File: src/rtl/dmap_pkg.sv
package dmap_pkg;
  typedef enum logic [2:0] {
    K_CTRL,
    K_ADDR,
    K_DIRECT,
    K_BANKED,
    K_BASE,
    K_IDENT,
    K_NONE
  } reg_kind_e;

  typedef enum logic [1:0] {
    S_IDLE,
    S_BUS,
    S_DONE
  } port_state_e;
endpackage

File: src/rtl/dmap_decode.sv
module dmap_decode
  import dmap_pkg::*;
#(
  parameter int BANK_W = 4,
  parameter int IDX_W  = 2
) (
  input  logic [BANK_W-1:0] bank,
  input  logic [IDX_W-1:0]  idx,
  output reg_kind_e         kind
);
  localparam int OFS_W = BANK_W + IDX_W + 2;

  logic [OFS_W-1:0] ofs;
  assign ofs = {bank, idx, 2'b00};

  always_comb begin
    unique case (ofs)
      8'h00:                      kind = K_CTRL;
      8'h04:                      kind = K_ADDR;
      8'h0C:                      kind = K_DIRECT;
      8'h10, 8'h14, 8'h18, 8'h1C: kind = K_BANKED;
      8'hF8:                      kind = K_BASE;
      8'hFC:                      kind = K_IDENT;
      default:                    kind = K_NONE;
    endcase
  end
endmodule

File: src/rtl/dmap_regs.sv
module dmap_regs
  import dmap_pkg::*;
#(
  parameter int          DATA_W   = 32,
  parameter int          BUSY_BIT = 7,
  parameter logic [31:0] BASE_VAL = 32'hE00F_F003,
  parameter logic [31:0] ID_VAL   = 32'h2477_0011
) (
  input  logic              clk,
  input  logic              rst,
  input  logic              wr_en,
  input  reg_kind_e         kind,
  input  logic [DATA_W-1:0] wdata,
  input  logic              busy,
  output logic [DATA_W-1:0] tar,
  output logic [DATA_W-1:0] rd_val
);
  localparam logic [DATA_W-1:0] BUSY_MASK = DATA_W'(1) << BUSY_BIT;

  logic [DATA_W-1:0] ctrl_q;
  logic [DATA_W-1:0] tar_q;

  always_ff @(posedge clk) begin
    if (rst) begin
      ctrl_q <= '0;
      tar_q  <= '0;
    end else if (wr_en) begin
      if (kind == K_CTRL) ctrl_q <= wdata & ~BUSY_MASK;
      if (kind == K_ADDR) tar_q  <= wdata;
    end
  end

  always_comb begin
    case (kind)
      K_CTRL:  rd_val = ctrl_q | (busy ? BUSY_MASK : '0);
      K_ADDR:  rd_val = tar_q;
      K_BASE:  rd_val = BASE_VAL;
      K_IDENT: rd_val = ID_VAL;
      default: rd_val = '0;
    endcase
  end

  assign tar = tar_q;

  // the in-progress flag is never stored in the control word
  a_r3_busy_not_stored: assert property (@(posedge clk) disable iff (rst)
    wr_en |=> (ctrl_q[BUSY_BIT] == 1'b0));
endmodule

File: src/rtl/dmap_busctl.sv
module dmap_busctl
  import dmap_pkg::*;
#(
  parameter int ADDR_W = 32,
  parameter int DATA_W = 32,
  parameter int IDX_W  = 2
) (
  input  logic              clk,
  input  logic              rst,
  input  logic              req,
  input  logic              wr,
  input  reg_kind_e         kind,
  input  logic [IDX_W-1:0]  idx,
  input  logic [DATA_W-1:0] wdata,
  input  logic [ADDR_W-1:0] tar,
  input  logic [DATA_W-1:0] reg_rdata,
  output logic              reg_we,
  output logic              busy,
  output logic              ack,
  output logic [DATA_W-1:0] rdata,
  output logic              mem_valid,
  input  logic              mem_ready,
  output logic [ADDR_W-1:0] mem_addr,
  output logic [DATA_W-1:0] mem_wdata,
  output logic              mem_we,
  input  logic [DATA_W-1:0] mem_rdata
);
  localparam int LOW_W = IDX_W + 2;

  port_state_e st;
  logic        take;
  logic        is_data;

  assign take    = (st == S_IDLE) && req && !ack;
  assign is_data = (kind == K_DIRECT) || (kind == K_BANKED);
  assign reg_we  = take && wr && !is_data;
  assign busy    = (st == S_BUS);

  always_ff @(posedge clk) begin
    if (rst) begin
      st        <= S_IDLE;
      ack       <= 1'b0;
      rdata     <= '0;
      mem_valid <= 1'b0;
      mem_addr  <= '0;
      mem_wdata <= '0;
      mem_we    <= 1'b0;
    end else begin
      unique case (st)
        S_IDLE: begin
          if (take) begin
            if (is_data) begin
              mem_valid <= 1'b1;
              mem_we    <= wr;
              mem_wdata <= wdata;
              mem_addr  <= (kind == K_DIRECT) ? tar
                         : {tar[ADDR_W-1:LOW_W], idx, 2'b00};
              st        <= S_BUS;
            end else begin
              rdata <= wr ? '0 : reg_rdata;
              ack   <= 1'b1;
              st    <= S_DONE;
            end
          end
        end
        S_BUS: begin
          if (mem_ready) begin
            mem_valid <= 1'b0;
            rdata     <= mem_we ? '0 : mem_rdata;
            ack       <= 1'b1;
            st        <= S_DONE;
          end
        end
        S_DONE: begin
          ack <= 1'b0;
          st  <= S_IDLE;
        end
        default: st <= S_IDLE;
      endcase
    end
  end

  // request fields hold until accepted
  a_r9_hold_req: assert property (@(posedge clk) disable iff (rst)
    (mem_valid && !mem_ready) |=> (mem_valid && $stable(mem_addr)
                                   && $stable(mem_wdata) && $stable(mem_we)));

  // acknowledge lasts one cycle
  a_r10_ack_pulse: assert property (@(posedge clk) disable iff (rst)
    ack |=> !ack);

  // no acknowledge while the bus access is pending
  a_r11_no_ack_busy: assert property (@(posedge clk) disable iff (rst)
    mem_valid |-> !ack);

  // a non-data access never raises a bus request
  a_r5_no_bus_for_regs: assert property (@(posedge clk) disable iff (rst)
    (take && !is_data) |=> !mem_valid);

  // bus requests start only from an idle port
  a_r6_start_from_idle: assert property (@(posedge clk) disable iff (rst)
    $rose(mem_valid) |-> ($past(st) == S_IDLE));
endmodule

File: src/rtl/dmap_port.sv
module dmap_port
  import dmap_pkg::*;
#(
  parameter int          ADDR_W   = 32,
  parameter int          DATA_W   = 32,
  parameter int          BANK_W   = 4,
  parameter int          IDX_W    = 2,
  parameter int          BUSY_BIT = 7,
  parameter logic [31:0] BASE_VAL = 32'hE00F_F003,
  parameter logic [31:0] ID_VAL   = 32'h2477_0011
) (
  input  logic              clk,
  input  logic              rst,
  input  logic              dbg_req,
  input  logic              dbg_wr,
  input  logic [BANK_W-1:0] dbg_bank,
  input  logic [IDX_W-1:0]  dbg_idx,
  input  logic [DATA_W-1:0] dbg_wdata,
  output logic              dbg_ack,
  output logic [DATA_W-1:0] dbg_rdata,
  output logic              mem_valid,
  input  logic              mem_ready,
  output logic [ADDR_W-1:0] mem_addr,
  output logic [DATA_W-1:0] mem_wdata,
  output logic              mem_we,
  input  logic [DATA_W-1:0] mem_rdata
);
  reg_kind_e         kind;
  logic [DATA_W-1:0] tar;
  logic [DATA_W-1:0] reg_rdata;
  logic              reg_we;
  logic              busy;

  dmap_decode #(.BANK_W(BANK_W), .IDX_W(IDX_W)) u_decode (
    .bank (dbg_bank),
    .idx  (dbg_idx),
    .kind (kind)
  );

  dmap_regs #(
    .DATA_W(DATA_W), .BUSY_BIT(BUSY_BIT),
    .BASE_VAL(BASE_VAL), .ID_VAL(ID_VAL)
  ) u_regs (
    .clk    (clk),
    .rst    (rst),
    .wr_en  (reg_we),
    .kind   (kind),
    .wdata  (dbg_wdata),
    .busy   (busy),
    .tar    (tar),
    .rd_val (reg_rdata)
  );

  dmap_busctl #(.ADDR_W(ADDR_W), .DATA_W(DATA_W), .IDX_W(IDX_W)) u_busctl (
    .clk       (clk),
    .rst       (rst),
    .req       (dbg_req),
    .wr        (dbg_wr),
    .kind      (kind),
    .idx       (dbg_idx),
    .wdata     (dbg_wdata),
    .tar       (tar),
    .reg_rdata (reg_rdata),
    .reg_we    (reg_we),
    .busy      (busy),
    .ack       (dbg_ack),
    .rdata     (dbg_rdata),
    .mem_valid (mem_valid),
    .mem_ready (mem_ready),
    .mem_addr  (mem_addr),
    .mem_wdata (mem_wdata),
    .mem_we    (mem_we),
    .mem_rdata (mem_rdata)
  );
endmodule

File: config.mk
export PLATFORM = sky130hd
export DESIGN_NAME = dmap_port
export DESIGN_NICKNAME = d
export VERILOG_FILES = /design/src/rtl/dmap_pkg.sv /design/src/rtl/dmap_decode.sv /design/src/rtl/dmap_regs.sv /design/src/rtl/dmap_busctl.sv /design/src/rtl/dmap_port.sv
export SDC_FILE = /design/constraint.sdc
export NUM_CORES = 1
export LEC_CHECK = 0
export CAP_MARGIN = 30
export CORE_MARGIN = 2
export CORE_UTILIZATION = 55
export CTS_CLUSTER_DIAMETER = 100
export CTS_CLUSTER_SIZE = 8
export DETAILED_ROUTE_END_ITERATION = 16
export GPL_TIMING_DRIVEN = 0
export PLACE_DENSITY = 0.88
export SKIP_LAST_GASP = 1
export SLEW_MARGIN = 5
export SYNTH_ARGS = -nofsm -noshare
export SYNTH_HDL_FRONTEND = slang
export SYNTH_HIERARCHICAL = 1
export SYNTH_SLANG_ARGS = --single-unit
File: constraint.sdc
create_clock -name clk -period 5.4 [get_ports clk]
set_clock_uncertainty 0.05 [all_clocks]
set_input_delay 1.08 -clock clk [delete_from_list [all_inputs] [get_ports clk]]
set_output_delay 1.08 -clock clk [all_outputs]
set_load 0.05 [all_outputs]
# After elaboration in Yosys (flattened, before gate mapping)
# Cells that the tools add are included.
# word_totals
reg_bits	164
in_bits	75
# classes
n_eq_ne	19
n_mux	22
bitwise_logic	1
reduce_logical	20
# ops
op	count
2-to-1 mux 32 bit	5
case mux 32 bit (4 select lines)	1
case mux 32 bit (2 select lines)	1
OR 32 bit	1
== test 6 x 3 -> 1 bit (second input constant)	4
case mux 3 bit (6 select lines)	1
== test 6 bit (second input constant)	2
AND reduction 4 bit	3
zero test 8 bit	1
2-to-1 mux 8 bit	1
== test 3 x 2 -> 1 bit (second input constant)	2
== test 3 bit (second input constant)	2
== test 6 x 1 -> 1 bit (second input constant)	1
== test 6 x 2 -> 1 bit (second input constant)	1
2-to-1 mux 1 bit	6
2-to-1 mux 2 bit	3
AND reduction 2 bit	3
logical AND 1 bit	4
2-to-1 mux 4 bit	1
!= test 2 x 1 -> 1 bit (second input constant)	2
!= test 2 bit (second input constant)	2
case mux 2 bit (2 select lines)	1
OR reduction 4 bit	1
== test 3 x 1 -> 1 bit (second input constant)	1
11 further kinds	12

# Depth between registers and ports, before layout
# logic_depth
word_depth	9
mapped_depth	12
mapped_depth_nobuf	7

# Modules after synthesis
# Netlist, hierarchy kept.
# modules_own_cells
mod	instances	cells_per_inst	area_per_inst_um2	seq_area_each_um2
dmap_busctl	1	517	4555.6	2021.9
dmap_regs	1	334	3223.1	1261.2
dmap_decode	1	11	60.1	0.0

# Least setup slack after synthesis
# Ideal clock, no wire load.
# synth_path
path_type	input to register
start	input dbg_bank[3]
end	register u_regs.ctrl_q[10]
setup_ps	118
arrival_ps	3461
path_slack_ps	1771
path_stages	12
path_cell_list	or3_1 nor3_1 nor2_1 nor2b_1 buf_2 clkbuf_1 buf_2 nor3_1 or4b_1 buf_6 buf_12 mux2i_1
# synth_between
elab_chain_len	8
# synth_lines
item	line	rtl
from (decl)	dmap_port.sv:16	input logic [BANK_W-1:0] dbg_bank,
== test 6 x 3 -> 1 bit	dmap_decode.sv:17	unique case (ofs)
OR reduction 4 bit	dmap_decode.sv:17	
case mux 3 bit (6 select lines) *	dmap_decode.sv:17	
named net kind[1]	dmap_port.sv:28	reg_kind_e kind;
== test 3 x 2 -> 1 bit	dmap_busctl.sv:35	assign is_data = (kind == K_DIRECT) || (kind == K_BANKED);
logical OR 1 bit *	dmap_busctl.sv:35	
zero test 1 bit *	dmap_busctl.sv:36	assign reg_we = take && wr && !is_data;
logical AND 1 bit *	dmap_busctl.sv:36	
named net reg_we	dmap_port.sv:31	logic reg_we;
AND reduction 2 bit (no line) *	n/a	
to (signal assigned)	dmap_regs.sv:28	if (kind == K_CTRL) ctrl_q <= wdata & ~BUSY_MASK;
to (decl)	dmap_regs.sv:20	logic [DATA_W-1:0] ctrl_q;
# The timed path passes the listed nets; every way through them passes the cells marked *.
# A chain may end at the register's enable or synchronous reset.

# Worst setup path after layout
# layout_path
start	input dbg_idx[1]
end	register u_regs.tar_q[19] (netlist: u_regs/tar[19])
# layout_between
elab_chain_len	8
# layout_lines
item	line	rtl
from (decl)	dmap_port.sv:17	input logic [IDX_W-1:0] dbg_idx,
== test 6 x 3 -> 1 bit	dmap_decode.sv:17	
OR reduction 4 bit	dmap_decode.sv:17	
case mux 3 bit (6 select lines) *	dmap_decode.sv:17	
named net kind[2]	dmap_port.sv:28	
== test 3 x 2 -> 1 bit	dmap_busctl.sv:35	
logical OR 1 bit *	dmap_busctl.sv:35	
zero test 1 bit *	dmap_busctl.sv:36	
logical AND 1 bit *	dmap_busctl.sv:36	
named net reg_we	dmap_port.sv:31	
AND reduction 2 bit (no line) *	n/a	
to (signal assigned)	dmap_regs.sv:29	if (kind == K_ADDR) tar_q <= wdata;
to (decl)	dmap_regs.sv:21	logic [DATA_W-1:0] tar_q;
# Marked as above.

==> results.py <==
metrics = {
    "logic_synthesis": {
        "synthFlopType": "dfxtp_1",
        "synth_area_um2": 7840,
        "syn_avg_cell_area_um2": 9.09,
        "ys_seq_elements": 164,
        "synthCells": 862,
        "synth_most_common_cell": "dfxtp_1",
        "synth_fp_nets": 937,
        "synthTopCellsByArea": "dfxtp_1 42%, mux2i_1 11%, nand2b_1 7.9%",
        "synth_top_cell_area_share_pct": 41.9,
        "yosys_warnings": 6,
        "synth-async-reset-ratio_pct": 0,
        "ys_seq_area_share_pct": 41.9,
        "synth_largest_area_cell": "dfxtp_1",
        "yosysUniqueCellTypes": 40,
        "ys_top_cells_by_count": "164 x dfxtp_1, 99 x nand2b_1, 87 x a21oi_1",
        "synth_edf_count": 0,
    },
    "critical_path": {
        "critPathRequiredTime_ns": 5.70,
        "path_max_fanout": 10,
        "startpoint": "dbg_idx[1]",
        "rrSetupSlack_ns": 2.38,
        "timing.rr.end": "u_regs/tar[19]",
        "r2r-start": "u_busctl/st[1]",
        "endpoint_kind": "flip-flop",
        "path_class": "in -> reg",
        "start_kind": "input port",
        "worstRegToRegCells": 9,
        "crit_end": "u_regs/tar[19]",
        "cp.arrival_ns": 4.80,
    },
    "sta": {
        "setup_violations": 0,
        "period_share_pct": 83.4,
        "maxSlewHeadroom_pct": 43.5,
        "hold_viol": 0,
        "fin_crit_ns": 4.50,
        "slew_viol_final": 0,
        "fmax_mhz": 222,
        "rsz0062_at_grt": "false",
        "finalSetupTns_ns": 0,
        "worst_pin_slew_ns": 0.847,
    },
    "clock_network": {
        "ctsHoldBuffers": 0,
        "htreeDepth": 4,
        "cts_setup_buffers": 0,
        "cts_tree": "built",
        "clk_latency_ns": 0.43,
        "clkSinkCount": 164,
        "cts_resized": 0,
        "cts-root-buf": "clkbuf_16",
        "path_clk_slew_ns": 0.06,
        "clk_path_buf_depth": 2,
        "numCtsBuffers": 17,
    },
    "final_layout": {
        "n_antenna_cell": 0,
        "syn2layout_area_growth_pct": 33.3,
        "fin_nets": 1128,
        "drive_above_1_share_pct": 7.98,
        "final_util_pct": 75.3,
        "n_fill_cell": 1000,
    },
    "worst_hold_path": {
        "whs_path_depth": 2,
        "hold_path_class": "reg -> reg",
    },
    "detailed_routing": {
        "drc_errors": 0,
        "num_vias": 7524,
        "drt_iter0_drc": 742,
        "wl_per_cell_um": 19.5,
        "dr.pass1.iters": 8,
        "ant_nets": 0,
        "viasPerCell": 6.04,
        "wl_mm": 24.3,
    },
    "die": {
        "die_area_um2": 15200,
        "initial_utilization_pct": 56.5,
        "pin_count": 174,
        "die_y_um": 123,
        "coreArea_um2": 13900,
        "die_w_um": 123,
        "num_rows": 43,
    },
    "power": {
        "seqPwrFrac_pct": 40.5,
        "peakVddDrop_v": 0.000198,
        "power_mw": 3.12,
        "p_int_mw": 2.32,
        "p_leak_nw": 3.60,
        "power_density_nw_per_um2": 298,
        "p_sw_mw": 0.796,
        "clkPwrFrac_pct": 43.4,
        "p_sw_share_pct": 25.5,
        "p_comb_share_pct": 16.1,
    },
    "placed_design": {
        "gp_congestion": 0.870,
        "numPortBuffers": 172,
        "hpwl_mm": 17.5,
    },
    "global_route": {
        "track_usage_pct": 31.9,
        "grt_pass1_wl_mm": 37.4,
        "antenna_found_initial": 0,
        "grt_max_degree": 17,
        "overflow": 0,
        "grt_pass1_vias": 7180,
    },
    "outcome": {
        "status": "finished, final reports clean",
    },
    "flow_run": {
        "drv_cap": 0,
    },
}
## cells by family after synthesis
family,Yosys count,synth area share [%]
AOI/OAI and AO/OA,266,20.2
and+or+nand+nor,241,20.0
muxes,84,10.7
DFF,164,41.9
buffers and inverters,107,7.15
## per-stage QoR
step / cell area [µm²] / hold slack [ns] / setup WS, ns / instances
floorplan: 7840 / 0.393 / 1.77 / 862
global placement: 9790 / 0.400 / 0.795 / 1214
detailed placement: 9790 / 0.406 / 0.613 / 1214
CTS: 10400 / 0.414 / 0.988 / 1245
global route: 10400 / 0.436 / 0.687 / 1245
finish: 10400 / 0.410 / 0.897 / 1245
## worst min-delay path by stage
stage	start	to	slack [ns]
finish	u_busctl/mem_addr[28]	u_busctl/mem_addr[28]	0.41
global route	u_busctl/mem_addr[28]	u_busctl/mem_addr[28]	0.44
CTS	u_busctl/mem_addr[28]	u_busctl/mem_addr[28]	0.41
detailed placement	u_busctl/mem_addr[28]	u_busctl/mem_addr[28]	0.41
global placement	u_busctl/mem_addr[28]	u_busctl/mem_addr[28]	0.40
floorplan	u_regs/ctrl_q[26]	u_regs/ctrl_q[26]	0.39
## routing by layer
metal	vias up	wire [µm]	track usage [%]
met4	0	560	10.8
met2	398	11300	52.4
met3	55	2060	7.47
met5	-	0	0
li1	3530	-	-
met1	3541	10400	41.3
## cells in the final DEF, fill, tap and decap left out, drive strengths merged, types with 2 or more instances in the layout
cell type | Yosys | routed
clkbuf | 53 | 74
mux2i | 84 | 84
nand4b | 2 | 2
a31oi | 32 | 32
nand2b | 99 | 99
or3b | 5 | 5
a211oi | 64 | 64
nand2 | 2 | 2
nor4bb | 32 | 32
clkdlybuf4s50 | 0 | 172
dfxtp | 164 | 164
a311oi | 2 | 2
nand3 | 62 | 62
or2 | 2 | 2
o21ai | 70 | 70
nor2 | 17 | 17
nand3b | 8 | 8
clkinv | 0 | 3
nor4b | 2 | 2
a21oi | 87 | 87
o21bai | 8 | 8
or4b | 2 | 2
inv | 4 | 4
buf | 50 | 50
nor3 | 3 | 3
bufinv | 0 | 6
## critical path, cell delays in order
cell and delay, ns:
clkdlybuf4s50_1 0.56, nand2b_1 0.07, o21ai_0 0.58, nor2b_1 0.12, buf_2 0.20, clkbuf_1 0.26, buf_2 0.29, nor3_1 0.46
and4bb_2 0.28, buf_2 0.26, buf_2 0.37, mux2i_1 0.26
## state kept, by name, summed over array words and instances, names as in the netlist
name                cells
u_busctl/mem_addr      32
u_busctl/mem_wdata     32
u_busctl/rdata         32
u_regs/tar             32
u_regs/ctrl_q          31
u_busctl/st             2
u_busctl/ack            1
u_busctl/mem_valid      1
u_busctl/mem_we         1
## layout make-up
type	count	area, µm²	area share [%]
multi-input combinational	591	4000	38.2
sequential	164	3280	31.4
timing repair buffer	172	1720	16.5
buffer	103	546	5.22
clock buffer	21	460	4.41
tap	180	225	2.16
clock inverter	10	203	1.94
inverter	4	15.0	0.144
## power by group through the flow
stage	Clock, mW	Sequential (mW)	Combinational, mW
floorplan	0	1.39	0.201
global placement	0	1.29	0.485
detailed placement	0	1.29	0.491
CTS	1.36	1.26	0.495
global route	1.41	1.26	0.527
finish	1.35	1.26	0.503
No activity file was read; power rests on OpenSTA's default activity.
